--- config.mk ---
export PLATFORM = sky130hd
export DESIGN_NAME = gpio_cfg_port
export DESIGN_NICKNAME = d
export VERILOG_FILES = /design/src/rtl/gpio_cfg_port.sv
export SDC_FILE = /design/constraint.sdc
export NUM_CORES = 1
export LEC_CHECK = 0
export BUFFER_PORTS_ARGS = -buffer_cell sky130_fd_sc_hd__buf_4
export CORE_ASPECT_RATIO = 0.75
export CORE_UTILIZATION = 42
export CTS_CLUSTER_SIZE = 10
export DETAILED_ROUTE_END_ITERATION = 8
export PLACE_DENSITY = 0.65
export SLEW_MARGIN = 15
export SYNTH_ARGS = -nofsm -noshare
export SYNTH_HDL_FRONTEND = slang
export SYNTH_SLANG_ARGS = --single-unit
export TNS_END_PERCENT = 5
--- constraint.sdc ---
create_clock -name clk -period 5.6 [get_ports clk]
set_input_delay 0.84 -clock clk [delete_from_list [all_inputs] [get_ports clk]]
set_output_delay 0.84 -clock clk [all_outputs]
set_load 0.005 [all_outputs]
--- src/rtl/gpio_cfg_port.sv ---
module gpio_cfg_port #(
  parameter int NPINS = 8,
  parameter int NFUNC = 4,
  parameter int FSEL_W = 4,
  parameter logic [31:0] KEY = 32'h4C4F_434B,
  parameter logic [NPINS-1:0] PROT_MASK = 8'h8F,
  parameter logic [NPINS-1:0] DBG_MASK = 8'h0F,
  parameter logic [FSEL_W-1:0] DBG_FSEL = 4'h1
) (
  input  logic                     clk,
  input  logic                     rst_n,
  input  logic                     bus_wr,
  input  logic [11:0]              bus_addr,
  input  logic [31:0]              bus_wdata,
  output logic [31:0]              bus_rdata,
  input  logic [NPINS-1:0]         pad_in,
  output logic [NPINS-1:0]         pad_out,
  output logic [NPINS-1:0]         pad_oe,
  output logic [NPINS-1:0]         pad_pu,
  output logic [NPINS-1:0]         pad_pd,
  input  logic [NPINS*NFUNC-1:0]   per_out,
  input  logic [NPINS*NFUNC-1:0]   per_oe,
  output logic [NPINS-1:0]         per_in
);
  localparam int FW = NPINS * FSEL_W;
  localparam logic [11:0] A_DOUT = 12'h000;
  localparam logic [11:0] A_DIR  = 12'h004;
  localparam logic [11:0] A_DIN  = 12'h008;
  localparam logic [11:0] A_ALT  = 12'h420;
  localparam logic [11:0] A_DEN  = 12'h424;
  localparam logic [11:0] A_PU   = 12'h428;
  localparam logic [11:0] A_PD   = 12'h42C;
  localparam logic [11:0] A_OD   = 12'h430;
  localparam logic [11:0] A_FSEL = 12'h434;
  localparam logic [11:0] A_LOCK = 12'h438;
  localparam logic [11:0] A_CMT  = 12'h43C;

  function automatic logic [FW-1:0] fsel_init();
    logic [FW-1:0] r;
    r = '0;
    for (int i = 0; i < NPINS; i++)
      if (DBG_MASK[i]) r[i*FSEL_W +: FSEL_W] = DBG_FSEL;
    return r;
  endfunction

  logic [NPINS-1:0] dout_q, dir_q, alt_q, den_q, pu_q, pd_q, od_q, cmt_q;
  logic [FW-1:0]    fsel_q;
  logic             unlocked_q;

  logic [NPINS-1:0] wd, cmt_eff, wmask, set_bits;
  assign wd       = bus_wdata[NPINS-1:0];
  assign cmt_eff  = cmt_q | ~PROT_MASK;
  assign wmask    = unlocked_q ? cmt_eff : ~PROT_MASK;
  assign set_bits = wd & wmask;

  function automatic logic [NPINS-1:0] merge(logic [NPINS-1:0] old,
                                             logic [NPINS-1:0] m,
                                             logic [NPINS-1:0] d);
    return (old & ~m) | (d & m);
  endfunction

  wire wr_dout = bus_wr && bus_addr == A_DOUT;
  wire wr_dir  = bus_wr && bus_addr == A_DIR;
  wire wr_alt  = bus_wr && bus_addr == A_ALT;
  wire wr_den  = bus_wr && bus_addr == A_DEN;
  wire wr_pu   = bus_wr && bus_addr == A_PU;
  wire wr_pd   = bus_wr && bus_addr == A_PD;
  wire wr_od   = bus_wr && bus_addr == A_OD;
  wire wr_fsel = bus_wr && bus_addr == A_FSEL;
  wire wr_lock = bus_wr && bus_addr == A_LOCK;
  wire wr_cmt  = bus_wr && bus_addr == A_CMT;

  always_ff @(posedge clk or negedge rst_n) begin
    if (!rst_n) begin
      dout_q     <= '0;
      dir_q      <= '0;
      od_q       <= '0;
      fsel_q     <= fsel_init();
      unlocked_q <= 1'b0;
      cmt_q      <= '0;
    end else begin
      if (wr_dout) dout_q <= wd;
      if (wr_dir)  dir_q  <= wd;
      if (wr_od)   od_q   <= wd;
      if (wr_fsel) fsel_q <= bus_wdata[FW-1:0];
      if (wr_lock) unlocked_q <= (bus_wdata == KEY);
      if (wr_cmt && unlocked_q) cmt_q <= wd & PROT_MASK;
    end
  end

  always_ff @(posedge clk or negedge rst_n) begin
    if (!rst_n) begin
      alt_q <= DBG_MASK;
      den_q <= DBG_MASK;
      pu_q  <= DBG_MASK;
      pd_q  <= '0;
    end else begin
      if (wr_alt) alt_q <= merge(alt_q, wmask, wd);
      if (wr_den) den_q <= merge(den_q, wmask, wd);
      if (wr_pu) begin
        pu_q <= merge(pu_q, wmask, wd);
        pd_q <= pd_q & ~set_bits;
      end else if (wr_pd) begin
        pd_q <= merge(pd_q, wmask, wd);
        pu_q <= pu_q & ~set_bits;
      end
    end
  end

  logic [NPINS-1:0] din;
  assign din    = pad_in & den_q;
  assign per_in = din;
  assign pad_pu = pu_q;
  assign pad_pd = pd_q;

  always_comb begin
    pad_out = '0;
    pad_oe  = '0;
    for (int i = 0; i < NPINS; i++) begin
      logic [FSEL_W-1:0] f;
      logic so, soe;
      f   = fsel_q[i*FSEL_W +: FSEL_W];
      so  = dout_q[i];
      soe = dir_q[i];
      if (alt_q[i]) begin
        so  = 1'b0;
        soe = 1'b0;
        for (int c = 0; c < NFUNC; c++)
          if (f == FSEL_W'(c + 1)) begin
            so  = per_out[i*NFUNC + c];
            soe = per_oe[i*NFUNC + c];
          end
      end
      if (!den_q[i]) soe = 1'b0;
      if (od_q[i]) begin
        pad_out[i] = 1'b0;
        pad_oe[i]  = soe & ~so;
      end else begin
        pad_out[i] = so;
        pad_oe[i]  = soe;
      end
    end
  end

  always_comb begin
    bus_rdata = '0;
    case (bus_addr)
      A_DOUT: bus_rdata[NPINS-1:0] = dout_q;
      A_DIR:  bus_rdata[NPINS-1:0] = dir_q;
      A_DIN:  bus_rdata[NPINS-1:0] = din;
      A_ALT:  bus_rdata[NPINS-1:0] = alt_q;
      A_DEN:  bus_rdata[NPINS-1:0] = den_q;
      A_PU:   bus_rdata[NPINS-1:0] = pu_q;
      A_PD:   bus_rdata[NPINS-1:0] = pd_q;
      A_OD:   bus_rdata[NPINS-1:0] = od_q;
      A_FSEL: bus_rdata = 32'(fsel_q);
      A_LOCK: bus_rdata = {31'd0, ~unlocked_q};
      A_CMT:  bus_rdata[NPINS-1:0] = cmt_eff;
      default: bus_rdata = '0;
    endcase
  end
endmodule

==> impl_metrics.ini <==
[route]
via_per_inst = 5.86
finalWirelength_um = 18200
dr_total_vias = 5353
postRouteAntennaNets = 0
drt-initial-drc-count = 476
wl_per_cell_um = 19.9
dr.pass1.iters = 5
drc = 0

[sta]
relSlewSlack_pct = 28.6
finalHoldViolCount = 0
period_needed_ns = 4.37
tns_ns = 0
clock_skew_ns = 0.00879
grt_setup_unrepaired = no
worstMarginPinSlew_ns = 1.07
min_period_over_period_pct = 78.1
finalSetupViolations = 0
slew_violations = 0
fmax_mhz = 229

[pwr]
power.leakage_nw = 3.59
power.density_nw_per_um2 = 190
finalPower_mw = 1.48
vdd_drop_max_uv = 142

[clock_network]
clk_latency_ns = 0.35
cts.repair.resized = 0
cts_hold_buf = 0
clkTransAtPathRegs_ns = 0.07
cts_max_level = 3
clock_path_buffers = 2
cts_buffers = 9
cts_tree = built
clock-sinks = 94
cts_setup_buffers = 0
clockRootBuffer = clkbuf_16

[grt]
overflow = 0
grt_pass1_wl_um = 29100
grt_max_degree = 72
antenna_found_initial = 0
grt_usage_pct = 25.6
grt_pass1_vias = 5353

[synth]
yosys_warnings = 0
syn-num-nets = 686
syn_inst = 567
synth_seq_cells = 94
yosysMostFrequentCell = mux2_2
ys_seq_area_share_pct = 39.9
synth_top_area_cell = dfrtp_1
syn_area_um2 = 5950
ys.flop_type = dfrtp_1
ys_async_sr_fraction_pct = 100
synth_edf_count = 0
yosysTopAreaCellShare_pct = 32.8
syn_avg_cell_area_um2 = 10.5
synth_common_cells = mux2_2 (79), dfrtp_1 (78), and2_1 (34)
synth_area_leaders = dfrtp_1 (33%), mux2_2 (15%), dfstp_2 (7.1%)
synth_cell_type_count = 64

[final_layout]
drive_above_1_share_pct = 44.2
n_antenna_cell = 0
areaGrowthSynthToFinish_pct = 30.9
ff_latch_area_um2 = 2370
fillers = 1200
layout.nets = 852
multi_input_comb_area_um2 = 3390
fin_cells = 913

[floorplanning]
core_um2 = 13700
start_util_pct = 43.3
die_w_um = 139
io_pins = 191
die_area_um2 = 14600
fp-row-count = 37
dieHeight_um = 105

[worst_setup_path]
worst-setup-path-type = input port to output pin
critPathArrivalTime_ns = 3.53
startpoint_type = input port
crit_path_end_kind = output pin
crit_fanout = 14
critPathRequiredTime_ns = 4.76

[run]
max-cap-violations = 0

[placed_design]
gp_congestion = 0.868
dp.cells = 897
port-buffer-count = 190
dp_hpwl_um = 13100

[status]
status = finished, final reports clean

[hold_path]
hold_class = input port to asynchronous set/reset pin
## layout by cell type, fill, tap and decap left out, drive strengths merged, types with 14 or more instances in the layout
master / count
clkbuf: 14
buf: 192
dfrtp: 78
a22o: 14
nor2: 29
nand2: 25
and2: 34
o21ai: 25
mux2: 80
mux2i: 33
dfstp: 16
## stage by stage
stage,util (%),hold WS [ns],instance area (um2),worst slack [ns]
floorplan,-,0.481,5950,2.48
finish,56.6,0.376,7790,1.23
CTS,56.6,0.390,7790,1.29
detailed placement,54.3,0.507,7460,1.29
global placement,54.3,0.497,7460,1.50
global route,56.6,0.408,7790,1.07
## critical path: stages
cell     delay [ns]
buf_4          0.12
nor4b_1        0.83
nand3_1        0.48
nor2_1         0.70
buf_4          0.31
and2_1         0.15
buf_4          0.10
## kinds of logic (layout without fill, tap and decap cells)
kind of cell / Yosys count / in the layout / synth area share, %
and+or+nand+nor: 186 / 186 / 19.8
AOI/OAI and AO/OA: 120 / 120 / 14.6
muxes: 117 / 117 / 22.2
DFF: 94 / 94 / 39.9
buffers and inverters: 48 / 219 / 3.24
xor gates and xnor gates: 2 / 2 / 0.295
## cell type report
| type | count | share of cell area [%] |
|---|---|---|
| Clock buffer | 14 | 3.65 |
| Clock inverter | 2 | 0.482 |
| Inverter | 11 | 0.530 |
| Multi-Input combinational cell | 425 | 43.6 |
| Sequential cell | 94 | 30.5 |
| Tap cell | 175 | 2.81 |
| Timing Repair Buffer | 192 | 18.5 |
## per-layer routing
layer	up-vias	wire length (um)	GRT usage (%)	part of all wire, %
met1	2626	8290	35.8	46
met2	225	8220	40.0	45
met4	0	283	6.59	1.6
li1	2478	-	-	-
met3	24	1410	5.68	7.8
met5	-	0	0	0
## power by group
part,leakage [nW],internal [mW],switching (mW)
combinational,2.19,0.0732,0.0707
sequential,1.25,0.682,0.00271
clock,0.155,0.395,0.254
## path summary, 6_finish.rpt
path	cells after the start	slack, ns	from	to
worst max-delay path	7	1.23	bus_addr[1]	bus_rdata[27]
worst min-delay path	1	0.38	rst_n	fsel_q[6]$_DFFE_PN0P_
worst max register to register	3	3.83	unlocked_q$_DFFE_PN0P_	cmt_q[3]$_DFFE_PN0P_
worst min register to register	1	0.52	flip-flop	flip-flop
max in group asynchronous	2	3.99	rst_n	fsel_q[17]$_DFFE_PN0P_
min in group clk	1	0.52	flip-flop	flip-flop
No activity file was read; power rests on OpenSTA's default activity.
